===== config.mk =====
export PLATFORM = sky130hd
export DESIGN_NAME = ipi_doorbell_unit
export DESIGN_NICKNAME = d
export VERILOG_FILES = /design/src/rtl/ipi_pkg.sv /design/src/rtl/ipi_ctrl.sv /design/src/rtl/ipi_datapath.sv /design/src/rtl/ipi_doorbell_unit.sv
export SDC_FILE = /design/constraint.sdc
export NUM_CORES = 1
export LEC_CHECK = 0
export ABC_AREA = 1
export BUFFER_PORTS_ARGS = -buffer_cell sky130_fd_sc_hd__buf_2
export CELL_PAD_IN_SITES_DETAIL_PLACEMENT = 1
export CELL_PAD_IN_SITES_GLOBAL_PLACEMENT = 2
export CORE_ASPECT_RATIO = 1.1
export CORE_MARGIN = 2
export CORE_UTILIZATION = 25
export CTS_CLUSTER_DIAMETER = 40
export DETAILED_ROUTE_END_ITERATION = 8
export PLACE_DENSITY_LB_ADDON = 0.1
export SLEW_MARGIN = 10
export SYNTH_ARGS = -nofsm -noshare
export SYNTH_HDL_FRONTEND = slang
export SYNTH_SLANG_ARGS = --single-unit

===== constraint.sdc =====
create_clock -name clk -period 2.25 [get_ports clk]
set_input_delay 0.3375 -clock clk [delete_from_list [all_inputs] [get_ports clk]]
set_output_delay 0.3375 -clock clk [all_outputs]
set_load 0.02 [all_outputs]

===== src/rtl/ipi_pkg.sv =====
package ipi_pkg;
  localparam int DATA_W  = 32;
  localparam int CH_OTHER = 0;
  localparam int CH_SELF  = 1;
  localparam logic [7:0] EVT_TYPE_IPI = 8'd4;

  typedef enum logic [3:0] {
    OP_NONE,
    OP_SET_PEND,
    OP_CLR_PEND,
    OP_SET_MASK,
    OP_CLR_MASK,
    OP_SEND,
    OP_EVENT,
    OP_RD_WHO,
    OP_RD_PEND,
    OP_RD_MASK,
    OP_RD_ZERO
  } op_e;

  typedef struct packed {
    op_e        op;
    logic [1:0] chan;   // [0] other, [1] self
  } strobe_t;

  function automatic logic [DATA_W-1:0] chanLayout(input logic [1:0] bits);
    logic [DATA_W-1:0] w;
    w = '0;
    w[0] = bits[CH_OTHER];
    w[DATA_W-1] = bits[CH_SELF];
    return w;
  endfunction
endpackage


===== src/rtl/ipi_ctrl.sv =====
module ipi_ctrl
  import ipi_pkg::*;
#(
  parameter int NUM_CPU = 4,
  parameter int ADDR_W  = 16,
  localparam int CPU_W  = $clog2(NUM_CPU)
) (
  input  logic                busValid,
  input  logic                busWrite,
  input  logic [ADDR_W-1:0]   busAddr,
  input  logic [DATA_W-1:0]   busWdata,
  input  logic [CPU_W-1:0]    busCpu,
  output strobe_t             strobe,
  output logic [CPU_W-1:0]    targetCpu,
  output logic [NUM_CPU-1:0]  sendVec
);
  localparam int PAGE_LSB = 7;
  localparam logic [ADDR_W-1:0] DEFAULT_BASE = 'h2000;
  localparam logic [ADDR_W-1:0] PERCPU_BASE  = 'h5000;
  localparam logic [6:0] OFF_WHO  = 7'h00;
  localparam logic [6:0] OFF_EVT  = 7'h04;
  localparam logic [6:0] OFF_PEND = 7'h08;
  localparam logic [6:0] OFF_ACK  = 7'h0c;
  localparam logic [6:0] OFF_MSET = 7'h24;
  localparam logic [6:0] OFF_MCLR = 7'h28;

  logic [6:0]  offset;
  logic        isDefault;
  logic        isPerCpu;
  logic [ADDR_W-1:0] perRel;

  assign offset    = busAddr[6:0];
  assign isDefault = (busAddr[ADDR_W-1:PAGE_LSB] == DEFAULT_BASE[ADDR_W-1:PAGE_LSB]);
  assign perRel    = busAddr - PERCPU_BASE;
  assign isPerCpu  = (busAddr >= PERCPU_BASE) &&
                     ((perRel >> PAGE_LSB) < ADDR_W'(NUM_CPU));

  always_comb begin
    strobe.op   = OP_NONE;
    strobe.chan = {busWdata[DATA_W-1], busWdata[0]};
    targetCpu   = isPerCpu ? busAddr[PAGE_LSB +: CPU_W] : busCpu;
    sendVec     = busWdata[NUM_CPU-1:0];
    if (busValid) begin
      if (!busWrite) strobe.op = OP_RD_ZERO;
      if (isDefault) begin
        unique case (offset)
          OFF_WHO:  if (!busWrite) strobe.op = OP_RD_WHO;
          OFF_EVT:  if (!busWrite) strobe.op = OP_EVENT;
          OFF_PEND: strobe.op = busWrite ? OP_SEND : OP_RD_PEND;
          OFF_ACK:  if (busWrite) strobe.op = OP_CLR_PEND;
          OFF_MSET: strobe.op = busWrite ? OP_SET_MASK : OP_RD_MASK;
          OFF_MCLR: if (busWrite) strobe.op = OP_CLR_MASK;
          default: ;
        endcase
      end else if (isPerCpu) begin
        unique case (offset)
          OFF_PEND: strobe.op = busWrite ? OP_SET_PEND : OP_RD_PEND;
          OFF_ACK:  if (busWrite) strobe.op = OP_CLR_PEND;
          OFF_MSET: strobe.op = busWrite ? OP_SET_MASK : OP_RD_MASK;
          OFF_MCLR: if (busWrite) strobe.op = OP_CLR_MASK;
          default: ;
        endcase
      end
    end
  end
endmodule


===== src/rtl/ipi_datapath.sv =====
module ipi_datapath
  import ipi_pkg::*;
#(
  parameter int NUM_CPU = 4,
  localparam int CPU_W  = $clog2(NUM_CPU)
) (
  input  logic               clk,
  input  logic               rstN,
  input  strobe_t            strobe,
  input  logic [CPU_W-1:0]   targetCpu,
  input  logic [NUM_CPU-1:0] sendVec,
  output logic [DATA_W-1:0]  rdData,
  output logic               rdValid,
  output logic [NUM_CPU-1:0] irq
);
  logic [NUM_CPU-1:0][1:0] pendQ, pendD;
  logic [NUM_CPU-1:0][1:0] maskQ, maskD;
  logic [1:0]              live;
  logic [DATA_W-1:0]       eventWord;
  logic                    isRead;

  assign live = pendQ[targetCpu] & ~maskQ[targetCpu];

  always_comb begin
    eventWord = '0;
    if (live[CH_OTHER])     eventWord = {8'h00, EVT_TYPE_IPI, 16'd1};
    else if (live[CH_SELF]) eventWord = {8'h00, EVT_TYPE_IPI, 16'd2};
  end

  always_comb begin
    pendD = pendQ;
    maskD = maskQ;
    for (int i = 0; i < NUM_CPU; i++) begin
      logic hit;
      hit = (targetCpu == CPU_W'(i));
      unique case (strobe.op)
        OP_SET_PEND: if (hit) pendD[i] = pendQ[i] | strobe.chan;
        OP_CLR_PEND: if (hit) pendD[i] = pendQ[i] & ~strobe.chan;
        OP_SET_MASK: if (hit) maskD[i] = maskQ[i] | strobe.chan;
        OP_CLR_MASK: if (hit) maskD[i] = maskQ[i] & ~strobe.chan;
        OP_SEND: begin
          if (sendVec[i]) pendD[i][CH_OTHER] = 1'b1;
          if (hit && strobe.chan[CH_SELF]) pendD[i][CH_SELF] = 1'b1;
        end
        OP_EVENT: begin
          if (hit && live[CH_OTHER])     maskD[i][CH_OTHER] = 1'b1;
          else if (hit && live[CH_SELF]) maskD[i][CH_SELF]  = 1'b1;
        end
        default: ;
      endcase
    end
  end

  assign isRead = strobe.op inside {OP_EVENT, OP_RD_WHO, OP_RD_PEND, OP_RD_MASK, OP_RD_ZERO};

  always_ff @(posedge clk) begin
    if (!rstN) begin
      pendQ   <= '0;
      maskQ   <= '1;
      rdData  <= '0;
      rdValid <= 1'b0;
    end else begin
      pendQ   <= pendD;
      maskQ   <= maskD;
      rdValid <= isRead;
      unique case (strobe.op)
        OP_EVENT:   rdData <= eventWord;
        OP_RD_WHO:  rdData <= DATA_W'(targetCpu);
        OP_RD_PEND: rdData <= chanLayout(pendQ[targetCpu]);
        OP_RD_MASK: rdData <= chanLayout(maskQ[targetCpu]);
        default:    rdData <= '0;
      endcase
    end
  end

  for (genvar i = 0; i < NUM_CPU; i++) begin : g_irq
    assign irq[i] = |(pendQ[i] & ~maskQ[i]);

    p_send_raises_r3: assert property (@(posedge clk) disable iff (!rstN)
      (strobe.op == OP_SEND && sendVec[i]) |=> pendQ[i][CH_OTHER]);
  end

  p_evt_other_first_r6: assert property (@(posedge clk) disable iff (!rstN)
    (strobe.op == OP_EVENT && live == 2'b11) |=> (rdData[15:0] == 16'd1));

  p_evt_empty_r6: assert property (@(posedge clk) disable iff (!rstN)
    (strobe.op == OP_EVENT && live == 2'b00) |=> (rdData == '0));

  p_evt_sets_mask_r7: assert property (@(posedge clk) disable iff (!rstN)
    (strobe.op == OP_EVENT && live[CH_OTHER]) |=> maskQ[$past(targetCpu)][CH_OTHER]);

  p_ack_clears_r4: assert property (@(posedge clk) disable iff (!rstN)
    (strobe.op == OP_CLR_PEND && strobe.chan[CH_OTHER]) |=> !pendQ[$past(targetCpu)][CH_OTHER]);
endmodule


===== src/rtl/ipi_doorbell_unit.sv =====
module ipi_doorbell_unit
  import ipi_pkg::*;
#(
  parameter int NUM_CPU = 4,
  parameter int ADDR_W  = 16,
  localparam int CPU_W  = $clog2(NUM_CPU)
) (
  input  logic               clk,
  input  logic               rstN,
  input  logic               busValid,
  input  logic               busWrite,
  input  logic [ADDR_W-1:0]  busAddr,
  input  logic [DATA_W-1:0]  busWdata,
  input  logic [CPU_W-1:0]   busCpu,
  output logic [DATA_W-1:0]  busRdata,
  output logic               busRdValid,
  output logic [NUM_CPU-1:0] irq
);
  strobe_t             strobe;
  logic [CPU_W-1:0]    targetCpu;
  logic [NUM_CPU-1:0]  sendVec;

  ipi_ctrl #(.NUM_CPU(NUM_CPU), .ADDR_W(ADDR_W)) u_ctrl (
    .busValid (busValid),
    .busWrite (busWrite),
    .busAddr  (busAddr),
    .busWdata (busWdata),
    .busCpu   (busCpu),
    .strobe   (strobe),
    .targetCpu(targetCpu),
    .sendVec  (sendVec)
  );

  ipi_datapath #(.NUM_CPU(NUM_CPU)) u_dp (
    .clk      (clk),
    .rstN     (rstN),
    .strobe   (strobe),
    .targetCpu(targetCpu),
    .sendVec  (sendVec),
    .rdData   (busRdata),
    .rdValid  (busRdValid),
    .irq      (irq)
  );

  p_rd_latency_r10: assert property (@(posedge clk) disable iff (!rstN)
    (busValid && !busWrite) |=> busRdValid);

  p_write_no_rdvalid_r10: assert property (@(posedge clk) disable iff (!rstN)
    (busValid && busWrite) |=> !busRdValid);
endmodule


==> results.py <==
metrics = {
    "run_status": {
        "status": "complete, no violations",
    },
    "sta": {
        "period_share": 0.903,
        "clock.fmax_ghz": 0.492,
        "fin_worst_skew_ns": 0.00468,
        "slew_violations": 0,
        "rsz0062_at_grt": "yes",
        "final-hold-violation-count": 0,
        "setup_viol": 0,
        "whs_ns": 0.455,
        "worst_slack_ns": 0.218,
        "post-route-min-period_ns": 2.03,
        "fin_setup_tns_ns": 0,
    },
    "die": {
        "die_x_um": 99.7,
        "die_area_um2": 10900,
        "die_h_um": 109,
        "core_um2": 9840,
        "rows": 38,
        "initial_core_util": 0.256,
        "ios": 91,
    },
    "yosys": {
        "ys_ff_latch": 21,
        "synth_cell_types": 34,
        "synth-async-reset-ratio": 0,
        "synth_cells": 430,
        "yosys.area.top_type": "nand2_1",
        "synthTopCellsByCount": "123 x nand2_1, 69 x nand3_1, 42 x inv_1, 42 x nor2_1, 29 x buf_4",
        "ys.flop_type": "dfxtp_1",
        "ys_seq_area_frac": 0.167,
        "synth_edf_count": 0,
        "yosysWarnings": 0,
        "avgSynthCellArea_um2": 5.85,
        "ys_top_cells_by_area": "nand2_1 18%, dfxtp_1 17%, nand3_1 14%",
        "netlist_area_um2": 2520,
        "synth_top_area_share": 0.183,
        "yosysMostFrequentCell": "nand2_1",
    },
    "drt": {
        "wl_per_cell_um": 13.9,
        "drtIter0Drc": 85,
        "antenna_left": 0,
        "drc": 0,
        "vias": 2905,
        "totalWireLength_um": 8750,
        "firstDrtPassIters": 4,
        "vias_per_cell": 4.61,
    },
    "placed_design": {
        "post-place-cells": 626,
        "placed_area_um2": 3050,
        "place_ws_ns": -0.196,
        "gp_congestion": 0.810,
        "port_buffers": 35,
        "place_hpwl_um": 7330,
    },
    "clock_network": {
        "cts-buffers-inserted": 3,
        "clock_sinks": 21,
        "cts-root-buf": "clkbuf_8",
        "path_clk_slew_ns": 0.09,
        "clock_latency_ns": 0.27,
        "ctsHoldBuffers": 0,
        "cts_resized": 0,
        "cts_buffer_depth": 2,
        "cts_setup_buffers": 0,
        "cts_tree": "done",
        "htree_levels": 1,
    },
    "critical_path": {
        "crit_path_cell_trace": "buf_2 -> nor2_4 -> nand2_1 -> nor2_2 -> buf_4 -> nand4_1 -> nand2_1 -> nand3_1 -> nor2_4 -> buf_4 -> nand3_2 -> nor2_1 -> nor2_1 -> nand3_1 -> nand3_1",
        "required_ns": 2.40,
        "start_kind": "input pin",
        "endpoint_kind": "register",
        "critPathMostFrequentCell": "nand3_1",
        "slowest_stage": "nor2_1",
        "worstPathArrival_ns": 2.18,
        "critPathKind": "in -> reg",
        "cp_max_fo": 5,
        "slowest_delay_ns": 0.23,
        "r2r_setup_slack_ns": 0.70,
    },
    "power_and_ir_drop": {
        "p_leak_nw": 1.69,
        "irDropWorstVdd_mv": 0.175,
        "seq_power_share": 0.381,
        "p_switching_mw": 0.380,
        "powerDensity_nw_per_um2": 319,
        "combPwrFrac": 0.355,
        "clkPwrFrac": 0.264,
        "internal_power_mw": 0.627,
        "swShare": 0.377,
        "power_mw": 1.01,
    },
    "global_routing": {
        "grtUsageTotal": 0.166,
        "antenna_found_initial": 0,
        "grt_pass1_wl_um": 14400,
        "grt_max_degree": 19,
        "first_global_vias": 2899,
        "grt_overflow": 0,
    },
    "final_layout": {
        "nets": 565,
        "area_delta_synth_final_pct": 25.6,
        "final_cells": 630,
        "diodes": 0,
        "drive_gt1_frac": 0.278,
        "post-route-cell-area_um2": 3160,
        "final_util": 0.321,
    },
    "worst_hold_path": {
        "hold_class": "in -> reg",
    },
    "job": {
        "drv_cap": 0,
    },
}
-- sequential cells by signal, summed over array words and instances (netlist names) --
register,flops
u_dp.rdValid,1
u_dp.maskQ,8
u_dp.pendQ,8
u_dp.rdData,4
-- cells in the final DEF (no fill, tap or decap) --
cell        n
a21oi_2     2
buf_4      48
clkbuf_1    1
nor2_4      8
o21ai_2     3
o21ai_4     1
clkinv_1    1
o211ai_1    4
a31oi_1     1
a21oi_1     4
o21ai_0     2
dfxtp_1    21
nor2_1     39
nand2_2     3
inv_1      42
o21a_1      1
nor2_2     11
nand3_1    66
inv_2       8
nand3b_1    3
clkbuf_8    3
buf_12      1
nand3_2    10
o21bai_2    1
nand3_4     2
nand4_1    16
nor3_1      4
a211oi_1    1
o21ai_1     6
conb_1     28
o22ai_1     4
nand2_4     3
or2_0       2
nor3_4      1
buf_2      35
nand2_1   122
nand2_8     1
buf_6       1
-- layer usage --
metal / GRT usage / routed length [um]
met5: 0 / 0
met4: 0.0264 / 50
met3: 0.00769 / 112
met1: 0.199 / 3860
met2: 0.328 / 4740
-- cells by family (layout without fill, tap and decap cells) --
group / after synthesis / count (layout) / share of synthesized area
and+or+nand+nor: 291 / 291 / 0.564
buffers and inverters: 87 / 140 / 0.186
AOI/OAI and AO/OA: 30 / 30 / 0.0811
DFF: 21 / 21 / 0.167
other: 1 / 28 / 0.00149
-- path summary, 6_finish.rpt --
check                                   start       endpoint  cells after the start
worst min register to register  u_dp.maskQ[7]  u_dp.maskQ[7]                      2
worst max-delay path              busAddr[10]  u_dp.maskQ[6]                     15
worst min-delay path                 busWrite   u_dp.rdValid                      3
worst max register to register  u_dp.pendQ[3]  u_dp.maskQ[7]                     13
-- layout make-up --
class                      count  area (um2)
inverter                      51         191
fill                        1329        6680
clock buffer                   4        45.0
tap                          120         150
timing repair buffer          85         567
multi-input combinational    349        1790
sequential                    21         420
-- worst max-delay path, delay by kind of cell --
family,cells,cell delay (ns)
buf+inv,3,0.40
simple gates,12,1.42
-- power by group through the flow --
| stage | clock [mW] | sequential (mW) | combinational (mW) |
|---|---|---|---|
| floorplan | 0 | 0.392 | 0.246 |
| global placement | 0 | 0.392 | 0.345 |
| detailed placement | 0 | 0.392 | 0.350 |
| CTS | 0.284 | 0.384 | 0.352 |
| global route | 0.293 | 0.384 | 0.399 |
| finish | 0.266 | 0.383 | 0.357 |
(Power assumes the default switching activity.)
